==> config.mk <==
export PLATFORM = sky130hd
export DESIGN_NAME = ddr3_init_seq
export DESIGN_NICKNAME = d
export VERILOG_FILES = /design/src/rtl/ddr3_init_seq.sv
export SDC_FILE = /design/constraint.sdc
export NUM_CORES = 1
export LEC_CHECK = 0
export ABC_AREA = 1
export BUFFER_PORTS_ARGS = -buffer_cell sky130_fd_sc_hd__buf_2
export CORE_MARGIN = 4
export CORE_UTILIZATION = 29
export CTS_BUF_LIST = sky130_fd_sc_hd__clkbuf_4
export CTS_CLUSTER_SIZE = 16
export DETAILED_ROUTE_END_ITERATION = 6
export MAX_ROUTING_LAYER = met4
export PLACE_DENSITY = 0.5
export SETUP_SLACK_MARGIN = 0.02
export SKIP_CTS_REPAIR_TIMING = 1
export SLEW_MARGIN = 30
export SYNTH_ARGS = -nofsm -noshare
export SYNTH_HDL_FRONTEND = slang
export SYNTH_SLANG_ARGS = --single-unit
==> constraint.sdc <==
create_clock -name clk -period 2.5 [get_ports clk]
set_clock_uncertainty 0.15 [all_clocks]
set_input_delay 0.125 -clock clk [delete_from_list [all_inputs] [get_ports clk]]
set_output_delay 0.125 -clock clk [all_outputs]
set_load 0.05 [all_outputs]
==> src/rtl/ddr3_init_seq.sv <==
module ddr3_init_seq #(
  parameter int T_POR      = 87500,
  parameter int T_CKE_LOW  = 62500,
  parameter int T_CKE_HIGH = 62500,
  parameter int T_MRD      = 4,
  parameter int T_ZQ_PRE   = 250,
  parameter int T_ZQ_POST  = 250,
  parameter int AW         = 14,
  parameter int BW         = 3
) (
  input  logic          clk,
  input  logic          rst_n,
  output logic          cke,
  output logic          mem_rst_n,
  output logic          odt,
  output logic          cs_n,
  output logic          ras_n,
  output logic          cas_n,
  output logic          we_n,
  output logic [BW-1:0] bank,
  output logic [AW-1:0] addr,
  output logic          done
);
  localparam int M1   = (T_POR > T_CKE_LOW) ? T_POR : T_CKE_LOW;
  localparam int M2   = (M1 > T_CKE_HIGH) ? M1 : T_CKE_HIGH;
  localparam int M3   = (M2 > T_MRD) ? M2 : T_MRD;
  localparam int M4   = (M3 > T_ZQ_PRE) ? M3 : T_ZQ_PRE;
  localparam int MAXD = (M4 > T_ZQ_POST) ? M4 : T_ZQ_POST;
  localparam int CW   = $clog2(MAXD + 1);

  typedef enum logic [3:0] {
    ST_POR, ST_PWR, ST_CKEL, ST_CKEH, ST_MRS, ST_GAP, ST_ZQ, ST_ZQW, ST_DONE
  } st_t;

  st_t          st;
  logic [CW-1:0] cnt;
  logic [1:0]   mr;
  wire          zero = (cnt == '0);

  always_ff @(posedge clk or negedge rst_n) begin
    if (!rst_n) begin
      st  <= ST_POR;
      cnt <= CW'(T_POR - 1);
      mr  <= '0;
    end else begin
      case (st)
        ST_POR:  if (zero) st <= ST_PWR; else cnt <= cnt - 1'b1;
        ST_PWR:  begin st <= ST_CKEL; cnt <= CW'(T_CKE_LOW - 1); end
        ST_CKEL: if (zero) begin st <= ST_CKEH; cnt <= CW'(T_CKE_HIGH - 1); end
                 else cnt <= cnt - 1'b1;
        ST_CKEH: if (zero) st <= ST_MRS; else cnt <= cnt - 1'b1;
        ST_MRS:  begin
                   st  <= ST_GAP;
                   cnt <= (mr == 2'd3) ? CW'(T_ZQ_PRE - 1) : CW'(T_MRD - 1);
                 end
        ST_GAP:  if (zero) begin
                   if (mr == 2'd3) st <= ST_ZQ;
                   else begin mr <= mr + 1'b1; st <= ST_MRS; end
                 end else cnt <= cnt - 1'b1;
        ST_ZQ:   begin st <= ST_ZQW; cnt <= CW'(T_ZQ_POST - 1); end
        ST_ZQW:  if (zero) st <= ST_DONE; else cnt <= cnt - 1'b1;
        default: st <= ST_DONE;
      endcase
    end
  end

  wire is_mrs = (st == ST_MRS);
  wire is_zq  = (st == ST_ZQ);

  assign mem_rst_n = (st != ST_POR);
  assign odt       = mem_rst_n;
  assign cke       = mem_rst_n && (st != ST_CKEL);
  assign cs_n      = !mem_rst_n;
  assign ras_n     = !is_mrs;
  assign cas_n     = !is_mrs;
  assign we_n      = !(is_mrs || is_zq);
  assign done      = (st == ST_DONE);

  always_comb begin
    addr = '0;
    bank = '0;
    if (is_zq) addr = AW'(12'h400);
    else if (is_mrs) begin
      case (mr)
        2'd0: begin addr = AW'(12'h200); bank = BW'(2); end
        2'd1: begin addr = AW'(12'h000); bank = BW'(3); end
        2'd2: begin addr = AW'(12'h006); bank = BW'(1); end
        default: begin addr = AW'(12'h320); bank = BW'(0); end
      endcase
    end
  end

  a_r9_done_sticky: assert property (@(posedge clk) disable iff (!rst_n)
    done |=> done);
  a_r8_single_cycle_cmd: assert property (@(posedge clk) disable iff (!rst_n)
    (!we_n || !ras_n) |=> (we_n && ras_n && cas_n));
  a_r8_nop_quiet_bus: assert property (@(posedge clk) disable iff (!rst_n)
    (we_n && ras_n && cas_n) |-> (addr == '0 && bank == '0));
  a_r5_cmd_with_cke: assert property (@(posedge clk) disable iff (!rst_n)
    (!we_n) |-> (cke && mem_rst_n && odt && !cs_n));
  a_r9_done_pins_high: assert property (@(posedge clk) disable iff (!rst_n)
    done |-> (cke && mem_rst_n && odt && we_n));
endmodule

==> results.sh, run 1 <==
export IMPL_drc=0
export IMPL_clk_pin_slew_ps=140
export IMPL_max_freq_ghz=0.5045
export IMPL_fp_row_count=28
export IMPL_period_share_pct=79.28
export IMPL_clock_latency_ps=310
export IMPL_post_drt_wl_per_cell_um=11.88
export IMPL_yosysMostFrequentCell="nand2_1"
export IMPL_final_max_slew_viol_count=0
export IMPL_antennaDiodeCount=0
export IMPL_wl_met1_um=2011
export IMPL_min_period_ps=1982
export IMPL_slew_limit_headroom_pct=64.36
export IMPL_track_usage_pct=12.22
export IMPL_cts_root_buf="clkbuf_4"
export IMPL_r2r_slack_ps=680
export IMPL_die_w_um=87.12
export IMPL_worstSetupStartpoint="st[2]"
export IMPL_cap_violations=0
export IMPL_worstPathArrival_ps=1710
export IMPL_die_height_um=87.12
export IMPL_highest_layer="met4"
export IMPL_synth_top_area_share_pct=17.92
export IMPL_synthTopCellsByCount="nand2_1, inv_1, nor2_1, nand3_1, buf_4"
export IMPL_boundaryPins=27
export IMPL_worstPathMaxFanout=7
export IMPL_finalPower_w=0.0006038
export IMPL_antenna_left=0
export IMPL_cellPowerDensity_nw_per_um2=309.9
export IMPL_status="finished, final reports clean"
export IMPL_yosys_warnings=0
export IMPL_worstSetupPathType="reg -> out"
export IMPL_yosysTopAreaCell="dfrtp_1"
export IMPL_cts_buffers=3
export IMPL_synth_cell_type_count=29
export IMPL_slowest_stage="dfrtp_1"
export IMPL_start_kind="register"
export IMPL_vias=1594
export IMPL_drive_above_1_share_pct=20.80
export IMPL_cts_buffer_depth=2
export IMPL_hpwl_um=3278
export IMPL_cts_sinks=23
export IMPL_worstRegToRegCells=8
export IMPL_r2r_start="cnt[0]"
export IMPL_synth_edff_count=0
export IMPL_io_buffers=17
export IMPL_met2_length_um=1890
export IMPL_r2r_end="mr[0]"
export IMPL_num_fill_cells=655
export IMPL_htreeDepth=1
export IMPL_tritoncts="done"
export IMPL_tightest_slew_ps=534.7
export IMPL_design_core_area_um2=5991
export IMPL_max_stage_delay_ps=520
export IMPL_rsz0062_at_grt="false"
export IMPL_crit_chain="inv_2 > nor2_2 > inv_1 > nor2_2 > inv_1 > nor2_1 > buf_2"
export IMPL_viasPerCell=4.567
export IMPL_dieArea_um2=7590
export IMPL_grt_pass1_wl_um=7141
export IMPL_synth_seq_cells=23
export IMPL_area_growth_pct=7.305
export IMPL_vdd_ir_drop_max_mv=0.1317
export IMPL_firstDrtPassIters=4
export IMPL_grt_pass1_vias=1540
export IMPL_syn_area_per_cell_um2=7.010
export IMPL_antenna_found_initial=0
export IMPL_worstPathRequired_ps=2230
export IMPL_hold_viol=0
export IMPL_routed_wl_um=4145
export IMPL_synthArstFlopShare_pct=100.0
export IMPL_hold_ws_ps=155.5
export IMPL_finish_net_count=282
export IMPL_ys_seq_area_share_pct=32.39
export IMPL_crit_buf_inv=4
export IMPL_hold_class="in -> async"
export IMPL_gp_congestion=0.9983
export IMPL_place_inst=344
export IMPL_overflow=0
export IMPL_leakage_nw=1.001
export IMPL_wl_met3_um=166
export IMPL_grt_start_max_net_pins=24
export IMPL_start_util_pct=30.30
export IMPL_stdcell_count=349
export IMPL_ys_dominant_reg_cell="dfrtp_1"
export IMPL_dr_first_iter_drc_count=158
export IMPL_setup_viol=0
export IMPL_endpoint_kind="output pin"
export IMPL_netlist_top_cells_area="dfrtp_1, nand2_1, dfstp_2"
export IMPL_synthesis_area_um2=1815
export IMPL_fin_tns_setup_ps=0
export IMPL_path_delay_family="flip-flops"
export IMPL_netlist_instances=259
## metrics by stage
| step | setup WS, ps | cell area [um2] | utilization (%) |
|---|---|---|---|
| 2_1_floorplan | 128.8 | 1846 | - |
| 3_3_place_gp | 718.9 | 1908 | 31.85 |
| 3_5_place_dp | 702.2 | 1908 | 31.85 |
| 4_1_cts | 498.0 | 1938 | 32.35 |
| 5_1_grt | 333.0 | 1948 | 32.52 |
| 6_report | 518.0 | 1948 | 32.52 |
## final cells by class
type | instances | area (um2) | area share (%)
well taps | 75 | 93.84 | 4.817
flip-flops and latches | 23 | 588.1 | 30.19
repair buffers | 18 | 95.09 | 4.881
clock buffers | 4 | 30.03 | 1.541
multi-input cells | 185 | 975.9 | 50.10
inverters | 44 | 165.2 | 8.478
## how the worst max path moves through the flow
stage	to	slack, ps	depth (start not counted)
2_1_floorplan	addr[2]	130	7
3_3_place_gp	cnt[14]	720	10
3_5_place_dp	mr[0]	700	8
4_1_cts	addr[2]	500	7
5_1_grt	addr[1]	330	7
6_report	addr[2]	520	7
## state kept, by name, indices dropped and copies added, names as in the netlist
signal  count
cnt        17
st          4
mr          2
## per-layer routing
metal | vias up | track usage [%]
met5 | - | -
met1 | 742 | 16.26
met2 | 43 | 18.84
met3 | 8 | 1.703
met4 | 0 | 4.603
li1 | 801 | -
## power breakdown
group | internal (W) | switching, W
clock network | 0.0000732 | 0.000119
logic | 0.00000157 | 0.0000369
registers | 0.000373 | 0
total | 0.000448 | 0.000156
## logic make-up after synthesis
| group | share of synthesized area (%) |
|---|---|
| simple gates | 38.18 |
| buf+inv | 15.51 |
| flops | 32.39 |
| compound gates | 6.892 |
| xor+xnor | 3.377 |
| fa+ha+maj | 3.446 |
| other cells | 0.2066 |
## cell usage in the layout, fill, tap and decap left out
cell type,netlist,final
nand2_1,72,72
inv_1,38,38
nor2_1,34,34
buf_2,0,17
nand3_1,15,15
dfrtp_1,13,13
dfstp_2,10,10
conb_1,1,9
o21ai_0,8,8
inv_2,6,6
xor2_1,6,6
nor2_2,5,5
o21ai_1,5,5
ha_1,5,5
nand4_1,4,4
clkbuf_4,0,4
nor2_4,3,3
nand2_4,3,3
nand2_2,2,2
nand3_2,2,2
a21oi_1,2,2
o2111ai_1,2,2
o211ai_2,2,2
nor3_1,1,1
nor2_8,1,1
nand3_4,1,1
nand4_4,1,1
o211ai_1,1,1
xnor2_1,1,1
dlygate4sd3_1,0,1
Note: power is estimated with default switching activity, not from simulation.
==> inputs of run 2 (changes only) <==
PLACE_DENSITY = 0.52   (was 0.5)
clock period = 1.7 ns   (was 2.5 ns; I/O delays follow)
==> run 2 against run 1 <==
The run now ends with negative setup slack left. Critical path depth stayed put. Via count up 6.1%. Count of clock-buffer cells in the layout is the same. Total power rose by 49%. Global-route usage increased by 0.61 points. Final cell count is 8.0% higher. Sequential cell count unchanged. Register-to-register slack got worse by 690 ps. Clock power increased by 53%. Sequential power grew 47%. First-iteration DRC count is 18% lower. Combinational power rose by 48%. Critical endpoint unchanged. Highest routed layer unchanged.
==> results.sh, run 2 (synthesis gave the netlist of run 1 again) <==
export IMPL_vias=1691
export IMPL_crit_chain="inv_2 > nor2_4 > inv_2 > nor2_4 > inv_4 > nor2_4 > buf_8"
export IMPL_leakage_nw=1.244
export IMPL_grt_pass1_vias=1648
export IMPL_internal_power_w=0.0006586
export IMPL_min_period_ps=1799
export IMPL_worstSetupPathType="reg -> out"
export IMPL_max_stage_delay_ps=450
export IMPL_slowest_stage="dfrtp_2"
export IMPL_regMostFlops="cnt"
export IMPL_vdd_ir_drop_max_mv=0.2406
export IMPL_finalPower_w=0.0008984
export IMPL_status="finished, violations left"
export IMPL_clk_pin_slew_ps=140
export IMPL_boundaryPins=27
export IMPL_design_core_area_um2=5991
export IMPL_setup_viol=11
export IMPL_grt_start_max_net_pins=24
export IMPL_die_height_um=87.12
export IMPL_rsz0062_at_grt="true"
export IMPL_p_sw_share_pct=26.69
export IMPL_clkPwrFrac_pct=32.6
export IMPL_finish_net_count=310
export IMPL_track_usage_pct=12.83
export IMPL_cts_root_buf="clkbuf_4"
export IMPL_tightest_slew_ps=541.8
export IMPL_r2r_slack_ps=-10
export IMPL_num_fill_cells=604
export IMPL_max_freq_ghz=0.5559
export IMPL_grt_pass1_wl_um=7610
export IMPL_drc=0
export IMPL_hold_class="in -> async"
export IMPL_crit_buf_inv=4
export IMPL_utilization_pct=42.50
export IMPL_tritoncts="done"
export IMPL_post_drt_wl_per_cell_um=12.31
export IMPL_fin_ws_ps=-98.79
export IMPL_r2r_end="cnt[9]"
export IMPL_antennaDiodeCount=0
export IMPL_overflow=0
export IMPL_hold_viol=0
export IMPL_worstSetupStartpoint="st[2]"
export IMPL_worstPathArrival_ps=1560
export IMPL_cp_depth=7
export IMPL_cts_buffers=3
export IMPL_hpwl_um=3343
export IMPL_start_kind="register"
export IMPL_seq_power_share_pct=61.1
export IMPL_cap_violations=0
export IMPL_period_share_pct=105.8
export IMPL_die_w_um=87.12
export IMPL_violations="negative setup slack"
export IMPL_htreeDepth=1
export IMPL_power_frac_comb_pct=6.3
export IMPL_endpoint_kind="output pin"
export IMPL_routed_wl_um=4640
export IMPL_cellPowerDensity_nw_per_um2=352.8
export IMPL_cts_sinks=23
export IMPL_drive_above_1_share_pct=48.34
export IMPL_io_buffers=17
export IMPL_fp_row_count=28
export IMPL_final_common_cell="nand2_1"
export IMPL_cts_buffer_depth=2
export IMPL_slew_limit_headroom_pct=63.88
export IMPL_viasPerCell=4.485
export IMPL_area_growth_pct=40.25
export IMPL_dieArea_um2=7590
export IMPL_path_delay_family="flip-flops"
export IMPL_antenna_left=0
export IMPL_dr_first_iter_drc_count=129
export IMPL_worstRegToRegCells=8
export IMPL_power_switching_w=0.0002398
export IMPL_worstSetupEndpoint="addr[2]"
export IMPL_antenna_found_initial=0
export IMPL_worstPathRequired_ps=1460
export IMPL_r2r_start="cnt[4]"
export IMPL_largest_reg_flops=17
export IMPL_worstPathMaxFanout=5
export IMPL_clock_latency_ps=320
export IMPL_largest_registers="cnt: 17 flops, st: 4 flops, mr: 2 flops"
export IMPL_final_cell_mix="nand2_1, inv_1, buf_4"
export IMPL_firstDrtPassIters=4
export IMPL_start_util_pct=30.30
export IMPL_gp_congestion=0.8339
export IMPL_final_max_slew_viol_count=0
export IMPL_cp_common_cell="nor2_4"
-- run 2: through the flow --
| step | hold WS, ps | setup TNS (ps) | setup WS, ps | cell area (um2) | std cells |
|---|---|---|---|---|---|
| 2_1_floorplan | -360.6 | -2967 | -202.6 | 1863 | 267 |
| 3_3_place_gp | -42.35 | -247.7 | -75.30 | 2076 | 364 |
| 3_5_place_dp | -41.77 | -248.0 | -70.41 | 2076 | 364 |
| 4_1_cts | -409.2 | -2604 | -252.4 | 2106 | 368 |
| 5_1_grt | 163.3 | -1882 | -171.6 | 2546 | 377 |
| 6_report | 119.6 | -508.5 | -98.79 | 2546 | 377 |
-- run 2: layout make-up --
class,count,area [um2],share of cell area (%)
Sequential cell,23,594.3,23.34
Clock buffer,4,30.03,1.179
Tap cell,75,93.84,3.686
Multi-Input combinational cell,186,1260,49.48
Inverter,44,177.7,6.978
Timing Repair Buffer,45,390.4,15.33
-- run 2: worst min-delay path by stage --
stage / startpoint / end / slack, ps / depth (start not counted)
finish: rst_n / cnt[15] / 120 / 2
global route: rst_n / cnt[2] / 160 / 2
CTS: rst_n / cnt[2] / -410 / 1
detailed placement: rst_n / cnt[15] / -40 / 1
global placement: rst_n / cnt[9] / -40 / 1
floorplan: rst_n / cnt[11] / -360 / 0
-- run 2: worst reg2reg max path, cell delays in order (launching register included) --
cell	delay [ps]
dfrtp_1	490
nor2_4	170
nand2_2	100
nor2_8	140
nand4_4	210
nand2_8	180
inv_8	60
nand2_1	60
nand2_1	50
-- run 2: power by group through the flow --
| stage | sequential [W] | clock [W] | combinational, W |
|---|---|---|---|
| floorplan | 0.000558 | 0 | 0.0000592 |
| global placement | 0.000558 | 0 | 0.0000558 |
| detailed placement | 0.000558 | 0 | 0.0000558 |
| CTS | 0.000549 | 0.000310 | 0.0000560 |
| global route | 0.000549 | 0.000330 | 0.0000609 |
| finish | 0.000549 | 0.000293 | 0.0000568 |
-- run 2: routing by layer --
| metal | share of wire [%] | track usage (%) | wire (um) |
|---|---|---|---|
| met1 | 47 | 16.78 | 2182 |
| met2 | 48 | 20.77 | 2244 |
| met3 | 3.3 | 1.703 | 151 |
| met4 | 1.3 | 3.626 | 60 |
| met5 | 0 | - | 0 |
